[config.mk]
export PLATFORM = sky130hd
export DESIGN_NAME = hrpwm_dither
export DESIGN_NICKNAME = d
export VERILOG_FILES = /design/src/rtl/hrpwm_pkg.sv /design/src/rtl/hrpwm_phase_acc.sv /design/src/rtl/hrpwm_param_sel.sv /design/src/rtl/hrpwm_timebase.sv /design/src/rtl/hrpwm_dither.sv
export SDC_FILE = /design/constraint.sdc
export NUM_CORES = 1
export LEC_CHECK = 0
export ABC_CLOCK_PERIOD_IN_PS = 3600
export CAP_MARGIN = 10
export CORE_ASPECT_RATIO = 1.2
export CORE_MARGIN = 3
export CORE_UTILIZATION = 40
export DETAILED_ROUTE_END_ITERATION = 6
export DONT_BUFFER_PORTS = 1
export PLACE_DENSITY_LB_ADDON = 0.08
export SYNTH_ARGS = -nofsm -noshare
export SYNTH_HDL_FRONTEND = slang
export SYNTH_SLANG_ARGS = --single-unit
[constraint.sdc]
create_clock -name clk_i -period 3.6 [get_ports clk_i]
set_input_delay 1.08 -clock clk_i [delete_from_list [all_inputs] [get_ports clk_i]]
set_output_delay 1.08 -clock clk_i [all_outputs]
set_load 0.02 [all_outputs]
[src/rtl/hrpwm_pkg.sv]
package hrpwm_pkg;
  typedef enum logic {
    DITHER_FREQ = 1'b0,
    DITHER_DUTY = 1'b1
  } dither_mode_e;
endpackage

[src/rtl/hrpwm_phase_acc.sv]
module hrpwm_phase_acc #(
  parameter int FRAC_W = 5
) (
  input  logic              clk_i,
  input  logic              rst_ni,
  input  logic              clr_i,
  input  logic              step_i,
  input  logic [FRAC_W-1:0] frac_i,
  output logic              carry_o
);
  logic [FRAC_W-1:0] acc_q;
  logic [FRAC_W:0]   sum;

  assign sum     = {1'b0, acc_q} + {1'b0, frac_i};
  assign carry_o = sum[FRAC_W];

  always_ff @(posedge clk_i or negedge rst_ni) begin
    if (!rst_ni)     acc_q <= '0;
    else if (clr_i)  acc_q <= '0;
    else if (step_i) acc_q <= sum[FRAC_W-1:0];
  end

  // disable clears the phase
  a_r10_acc_clear: assert property (@(posedge clk_i) disable iff (!rst_ni)
    clr_i |=> acc_q == '0);
  // zero fraction never selects the step set
  a_r6_zero_frac_no_carry: assert property (@(posedge clk_i) disable iff (!rst_ni)
    (step_i && frac_i == '0) |-> !carry_o);
  // phase advances only at boundaries
  a_r7_acc_hold: assert property (@(posedge clk_i) disable iff (!rst_ni)
    (!clr_i && !step_i) |=> $stable(acc_q));
endmodule

[src/rtl/hrpwm_param_sel.sv]
module hrpwm_param_sel
  import hrpwm_pkg::*;
#(
  parameter int CNT_W = 16,
  localparam int ACT_W = CNT_W + 1
) (
  input  logic             clk_i,
  input  logic             rst_ni,
  input  logic             load_i,
  input  logic             plus_i,
  input  logic             mode_i,
  input  logic [CNT_W-1:0] period_i,
  input  logic [CNT_W-1:0] duty_i,
  output logic [ACT_W-1:0] per_o,
  output logic [ACT_W-1:0] duty_o
);
  logic [ACT_W-1:0] per_q, duty_q;
  logic             per_inc, duty_inc;

  assign per_inc  = plus_i && (mode_i == DITHER_FREQ);
  assign duty_inc = plus_i && (mode_i == DITHER_DUTY);

  always_ff @(posedge clk_i or negedge rst_ni) begin
    if (!rst_ni) begin
      per_q  <= '0;
      duty_q <= '0;
    end else if (load_i) begin
      per_q  <= {1'b0, period_i} + {{CNT_W{1'b0}}, per_inc};
      duty_q <= {1'b0, duty_i} + {{CNT_W{1'b0}}, duty_inc};
    end
  end

  assign per_o  = per_q;
  assign duty_o = duty_q;

  // active set frozen inside a cycle
  a_r8_hold: assert property (@(posedge clk_i) disable iff (!rst_ni)
    !load_i |=> ($stable(per_q) && $stable(duty_q)));
  // frequency mode keeps duty, period is P or P+1
  a_r4_freq_step: assert property (@(posedge clk_i) disable iff (!rst_ni)
    (load_i && mode_i == DITHER_FREQ) |=>
      (duty_q == {1'b0, $past(duty_i)}) &&
      ((per_q == {1'b0, $past(period_i)}) || (per_q == {1'b0, $past(period_i)} + 1'b1)));
  // duty mode keeps period, duty is D or D+1
  a_r5_duty_step: assert property (@(posedge clk_i) disable iff (!rst_ni)
    (load_i && mode_i == DITHER_DUTY) |=>
      (per_q == {1'b0, $past(period_i)}) &&
      ((duty_q == {1'b0, $past(duty_i)}) || (duty_q == {1'b0, $past(duty_i)} + 1'b1)));
endmodule

[src/rtl/hrpwm_timebase.sv]
module hrpwm_timebase #(
  parameter int CNT_W = 16,
  localparam int ACT_W = CNT_W + 1
) (
  input  logic             clk_i,
  input  logic             rst_ni,
  input  logic             en_i,
  input  logic [ACT_W-1:0] per_i,
  input  logic [ACT_W-1:0] duty_i,
  output logic             load_o,
  output logic             pwm_o,
  output logic             pwm_n_o
);
  logic [CNT_W-1:0] cnt_q;
  logic [ACT_W-1:0] cnt_nxt;
  logic             run_q, wrap;

  assign cnt_nxt = {1'b0, cnt_q} + 1'b1;
  assign wrap    = cnt_nxt >= per_i;
  assign load_o  = en_i && (!run_q || wrap);

  always_ff @(posedge clk_i or negedge rst_ni) begin
    if (!rst_ni) begin
      cnt_q <= '0;
      run_q <= 1'b0;
    end else if (!en_i) begin
      cnt_q <= '0;
      run_q <= 1'b0;
    end else begin
      run_q <= 1'b1;
      cnt_q <= load_o ? '0 : cnt_nxt[CNT_W-1:0];
    end
  end

  // separate compares so the complement is a checked relation
  assign pwm_o   = run_q && ({1'b0, cnt_q} < duty_i);
  assign pwm_n_o = !run_q || ({1'b0, cnt_q} >= duty_i);

  a_r2_complement: assert property (@(posedge clk_i) disable iff (!rst_ni)
    pwm_n_o != pwm_o);
  a_r3_cnt_in_range: assert property (@(posedge clk_i) disable iff (!rst_ni)
    (run_q && per_i > 1) |-> ({1'b0, cnt_q} < per_i));
  a_r3_count_up: assert property (@(posedge clk_i) disable iff (!rst_ni)
    (run_q && en_i && !load_o) |=> cnt_q == CNT_W'($past(cnt_q) + 1'b1));
  a_r10_idle_low: assert property (@(posedge clk_i) disable iff (!rst_ni)
    !en_i |=> (!pwm_o && cnt_q == '0));
endmodule

[src/rtl/hrpwm_dither.sv]
module hrpwm_dither #(
  parameter int CNT_W  = 16,
  parameter int FRAC_W = 5,
  localparam int ACT_W = CNT_W + 1
) (
  input  logic              clk_i,
  input  logic              rst_ni,
  input  logic              en_i,
  input  logic              mode_i,
  input  logic [CNT_W-1:0]  period_i,
  input  logic [CNT_W-1:0]  duty_i,
  input  logic [FRAC_W-1:0] frac_i,
  output logic              pwm_o,
  output logic              pwm_n_o
);
  logic             load, plus;
  logic [ACT_W-1:0] act_per, act_duty;

  hrpwm_phase_acc #(.FRAC_W(FRAC_W)) u_acc (
    .clk_i   (clk_i),
    .rst_ni  (rst_ni),
    .clr_i   (!en_i),
    .step_i  (load),
    .frac_i  (frac_i),
    .carry_o (plus)
  );

  hrpwm_param_sel #(.CNT_W(CNT_W)) u_sel (
    .clk_i    (clk_i),
    .rst_ni   (rst_ni),
    .load_i   (load),
    .plus_i   (plus),
    .mode_i   (mode_i),
    .period_i (period_i),
    .duty_i   (duty_i),
    .per_o    (act_per),
    .duty_o   (act_duty)
  );

  hrpwm_timebase #(.CNT_W(CNT_W)) u_tb (
    .clk_i   (clk_i),
    .rst_ni  (rst_ni),
    .en_i    (en_i),
    .per_i   (act_per),
    .duty_i  (act_duty),
    .load_o  (load),
    .pwm_o   (pwm_o),
    .pwm_n_o (pwm_n_o)
  );
endmodule

# After elaboration in Yosys (flattened, before gate mapping)

Cells that the tools add are included.

Word-level logic and storage cells: 26
Flip-flop bits (word level): 56
Output and inout port bits: 2
Input port bits: 41

Equality and inequality tests: 1
Bitwise gates (word level): 1
Order comparisons: 3
Add/subtract/negate cells: 4
Muxes and demuxes: 5
Reduce and logical (&&, ||, !) cells: 7

Operators with widths:

| operator                                                        | count |
|---|---|
| 16-bit by 1-bit adder with 17-bit output                        | 2 |
| 16-bit two-way mux                                              | 2 |
| 16-bit by 1-bit adder with 17-bit output, second input constant | 1 |
| 16-bit by 17-bit >= comparator with 1-bit output                | 1 |
| 17-bit >= comparator                                            | 1 |
| 16-bit by 17-bit less-than comparator with 1-bit output         | 1 |
| 5-bit two-way mux                                               | 2 |
| 5-bit by 5-bit adder with 6-bit output                          | 1 |
| 1-bit logical AND                                               | 4 |
| 1-bit logical OR                                                | 2 |
| 2-bit by 1-bit != test with 1-bit output, second input constant | 1 |
| 1-bit logical NOT                                               | 1 |
| 1-bit two-way mux                                               | 1 |
| 1-bit inverter                                                  | 1 |

# Logic depth before layout (Yosys ltp)

Depth after elaboration: 6
Depth in mapped cells: 13
Mapped depth without buffers: 13

# Modules after synthesis

Synthesis repeated with hierarchy kept, for this count alone.

Cells, all modules: 436
Area total of the unflattened synthesis: 3935.0 µm²

By module, submodules not included:

| module          | area an instance (µm²) | instances | cells each |
|---|---|---|---|
| hrpwm_param_sel | 1798.0                 | 1         | 194 |
| hrpwm_timebase  | 1730.4                 | 1         | 199 |
| hrpwm_phase_acc | 402.9                  | 1         | 42 |
| hrpwm_dither    | 3.8                    | 1         | 1 |

# Worst setup path after synthesis

OpenSTA, ideal clock, no wires.

Kind: input to register
Start: input frac_i[1]
End: register u_sel.duty_q[16] (netlist: u_sel.duty_o[16])
Data required time: 3475 ps
Slack: 468 ps
Cell stages on the path: 12
Arrival time: 3008 ps
Setup time: 125 ps
Buffers on the path: 0
Path through: ha_1 -> a21o_1 -> a21oi_1 -> o21bai_1 -> a21oi_1 -> nor2b_1 -> ha_1 -> ha_1 -> nand3_1 -> nor3_1 -> and3_1 -> mux2_2

Cells in the longest elaborated chain, start to end: 3

RTL lines:

| what                                     | line                  | text |
|---|---|---|
| start: declaration                       | hrpwm_dither.sv:12    | `input logic [FRAC_W-1:0] frac_i,` |
| 5-bit by 5-bit adder with 6-bit output   | hrpwm_phase_acc.sv:14 | `assign sum = {1'b0, acc_q} + {1'b0, frac_i};` |
| 1-bit logical AND                        | hrpwm_param_sel.sv:21 | `assign duty_inc = plus_i && (mode_i == DITHER_DUTY);` |
| 16-bit by 1-bit adder with 17-bit output | hrpwm_param_sel.sv:29 | `duty_q <= {1'b0, duty_i} + {{CNT_W{1'b0}}, duty_inc};` |
| end signal: assignment                   | hrpwm_param_sel.sv:29 |  |
| end: declaration                         | hrpwm_param_sel.sv:17 | `logic [ACT_W-1:0] per_q, duty_q;` |

No other way between the ends.
A chain may end at the register's enable or synchronous reset.

# Final worst setup path

Start: register u_tb.cnt_q[2]
End: output pwm_o

Cells in the longest elaborated chain, start to end: 2

RTL lines:

| what                                                    | line                 | text |
|---|---|---|
| start: declaration                                      | hrpwm_timebase.sv:14 | `logic [CNT_W-1:0] cnt_q;` |
| start signal: assignment                                | hrpwm_timebase.sv:31 | `cnt_q <= load_o ? '0 : cnt_nxt[CNT_W-1:0];` |
| 16-bit by 17-bit less-than comparator with 1-bit output | hrpwm_timebase.sv:36 | `assign pwm_o = run_q && ({1'b0, cnt_q} < duty_i);` |
| 1-bit logical AND                                       | hrpwm_timebase.sv:36 |  |
| end: declaration                                        | hrpwm_dither.sv:13   | `output logic pwm_o,` |

No other way between the ends.

==> run_results.csv <==
group,metric,value,unit
cts,cts-buffers-inserted,5,
power,combPwrFrac,21.0,%
cts,path_clk_slew,0.10,ns
power,seqPwrFrac,54.6,%
critical_path,worstPathRequired,2.52,ns
cts,cts_num_sinks,56,
cells_and_area,drive_above_1_share,4.534,%
die,coreArea,0.009224,mm²
route,first_pass_iters,4,
die,start_util,41.94,%
power,p_sw_share,28.49,%
sta,finalCritPeriodShare,91.08,%
sta,setup_tns,0,ns
power,peakVddDrop,159.1,µV
route,vias,2695,
critical_path,cp_slowest_cell,"dfrtp_1",
worst_hold_path,hp-class,"in2async",
sta,fmax,305.0,MHz
place,port_buffers,0,
global_routing,grt.total_usage,15.69,%
yosys,syn_avg_cell_area,9.769,µm²
place,place_congestion,0.7106,
sta,worst_pin_slew,0.3917,ns
critical_path,cpLargestDelayFamily,"compound AO/OA/AOI/OAI gates",
sta,grt_setup_unrepaired,"false",
critical_path,critPathCaptureType,"output pin",
route,routed_wl,7761,µm
cts,cts-root-buf,"clkbuf_8",
place,dp_hpwl,6014,µm
cts,cts_resized,0,
die,die_area,0.01089,mm²
global_routing,grt_overflow_total,0,
cells_and_area,antenna_cells,0,
critical_path,critPathKind,"reg2out",
cts,post_cts_buffers,0,
cts,cts_buffer_depth,2,
global_routing,grt_max_degree,57,
yosys,synth_nets,481,
cells_and_area,syn2layout_area_growth,5.789,%
sta,whs,0.4543,ns
power,power.leakage,1.994,nW
power,p_int,0.9579,mW
sta,relSlewSlack,73.89,%
global_routing,grt_pass1_vias,2830,
die,die_w,95.78,µm
yosys,synthCells,396,
critical_path,crit_fanout,6,
critical_path,max_stage_delay,0.46,ns
route,final_antenna_net_count,0,
yosys,syn_area,0.003869,mm²
sta,hold_viol_final,0,
power,power.switching,0.3816,mW
cts,cts_tree,"built",
critical_path,cp-start-kind,"register",
route,drc,0,
sta,finalCriticalPeriod,3.279,ns
sta,report.final.slew_viol_count,0,
cts,holdBufCountCts,0,
sta,setup_viol,0,
run,drv_cap,0,
yosys,yosys_register_bits,56,
global_routing,antenna_found_initial,0,
route,drt_iter0_drc,89,
power,p_per_area,327.3,mW/mm²
sta,finClkSkew,0.008644,ns
die,fp.dieH,113.7,µm
cts,h-tree-depth,2,
yosys,synthDistinctLibCells,42,
route,wl_per_cell,15.01,µm
die,rows,38,
critical_path,crit_buf_inv,1,
critical_path,arrival,2.20,ns
power,clockPowerShare,24.4,%
cells_and_area,fin_nets,484,
die,ios,43,
critical_path,cp_cell_sequence,"ha_1 -> o21ai_0 -> a21oi_1 -> o31ai_1 -> a221oi_1 -> nor3b_1 -> buf_4",
global_routing,grt_pass1_wl,13450,µm
status,status,"completed",
cts,worst_skew_pair.late_latency,0.31,ns
route,vias_per_cell,5.213,
yosys,synth-seq-area-share,36.22,%
yosys,ys_warn_count,0,
==> through the flow <==
step           util [%]  power, mW  setup WS, ns  area, µm²  instances
2_1_floorplan         -     0.9657        0.4675       3869        396
5_1_grt           44.37      1.437       0.07761       4093        517
6_report          44.37      1.339        0.3210       4093        517
4_1_cts           44.37      1.359        0.2088       4093        517
3_5_place_dp      43.62      1.031        0.1830       4024        512
3_3_place_gp      43.62      1.020        0.2477       4024        512
==> cells in the mapped netlist <==
library cell	number	area [µm²]
or2_2	1	6.260
and2_1	4	25.02
nand4b_1	1	8.760
buf_6	3	33.78
mux2i_1	32	320.3
nor4_4	1	21.27
nor4_1	1	6.260
clkbuf_2	1	5.000
and3_1	24	150.1
nor3b_1	1	7.510
a211oi_4	1	20.02
o22ai_1	2	12.51
nor2_1	16	60.06
o211ai_1	1	7.510
o21ai_0	7	35.03
nand2_1	29	108.9
mux2_2	4	45.04
o2bb2ai_1	1	8.760
o31ai_1	1	7.510
a211oi_1	3	22.52
or3_1	2	12.51
nand4_1	9	56.30
clkbuf_1	5	18.77
nor2b_1	4	25.02
o21bai_1	1	7.510
buf_4	1	7.510
and2b_1	1	7.510
o21ai_1	1	5.000
nand3b_1	1	7.510
a21o_1	4	30.03
nand2b_1	1	6.260
nor3_1	7	35.03
nand3_1	21	105.1
ha_1	43	538.0
dfrtp_1	56	1401
xnor2_1	22	192.7
inv_1	37	138.9
and4_1	7	61.31
xor2_1	23	201.4
fa_1	1	20.02
a21oi_1	14	70.07
a221oi_1	1	8.760
==> sequential cells by signal (all words and copies together), names as in the netlist <==
register,flops
u_acc.acc_q,5
u_sel.duty_o,17
u_sel.per_o,17
u_tb.cnt_q,16
u_tb.run_q,1
==> routing by layer <==
metal	part of all wire [%]	track usage [%]	up-vias
met5	0	0	-
met4	0.95	3.131	0
met2	48	26.21	39
met1	48	21.51	1277
li1	-	-	1374
met3	3.8	2.441	5
==> final cells by class <==
class / instances / area (µm²)
flip-flops and latches: 56 / 1401
clock buffers: 5 / 68.82
fillers: 925 / 5131
inverters: 37 / 138.9
well taps: 120 / 150.1
multi-input cells: 293 / 2263
repair buffers: 6 / 70.07
==> final timing paths <==
path                            startpoint               to  depth (start not counted)  slack, ns
setup reg to reg             u_tb.cnt_q[2]  u_sel.duty_o[0]                         11       0.36
max in group asynchronous           rst_ni   u_tb.cnt_q[12]                          0       3.04
setup / recovery             u_tb.cnt_q[2]            pwm_o                          7       0.32
hold / removal                      rst_ni  u_sel.duty_o[9]                          0       0.45
min in group clk_i         u_sel.per_o[16]  u_sel.per_o[16]                          2       0.52
hold reg to reg            u_sel.per_o[16]  u_sel.per_o[16]                          2       0.52
==> cell families (layout without fill, tap and decap cells) <==
kind of cell    after synthesis  count (layout)  share of synthesized area, %
mux                          36              36                         9.444
compound gates               37              37                         6.080
simple gates                131             131                         18.37
buf+inv                      47              48                         5.272
xor+xnor                     45              45                         10.19
flops                        56              56                         36.22
fa+ha+maj                    44              44                         14.42
==> cells in the final DEF, fill, tap and decap left out, types with 2 or more instances in the layout <==
cell type   n
dfrtp_1    56
ha_1       43
inv_1      37
mux2i_1    32
nand2_1    29
and3_1     24
xor2_1     23
xnor2_1    22
nand3_1    21
nor2_1     16
a21oi_1    14
nand4_1     9
and4_1      7
o21ai_0     7
nor3_1      7
clkbuf_8    5
and2_1      4
a21o_1      4
nor2b_1     4
mux2_2      4
buf_4       4
a211oi_1    3
or3_1       2
o22ai_1     2
buf_12      2
==> power by group through the flow <==
| stage | Sequential (mW) | Combinational, mW | Clock, mW |
|---|---|---|---|
| after floorplan | 0.738 | 0.227 | 0 |
| after global placement | 0.744 | 0.276 | 0 |
| after detailed placement | 0.745 | 0.286 | 0 |
| after CTS | 0.733 | 0.288 | 0.338 |
| after global routing | 0.742 | 0.332 | 0.364 |
| final | 0.732 | 0.281 | 0.327 |
Power figures use the tool's default switching activity.
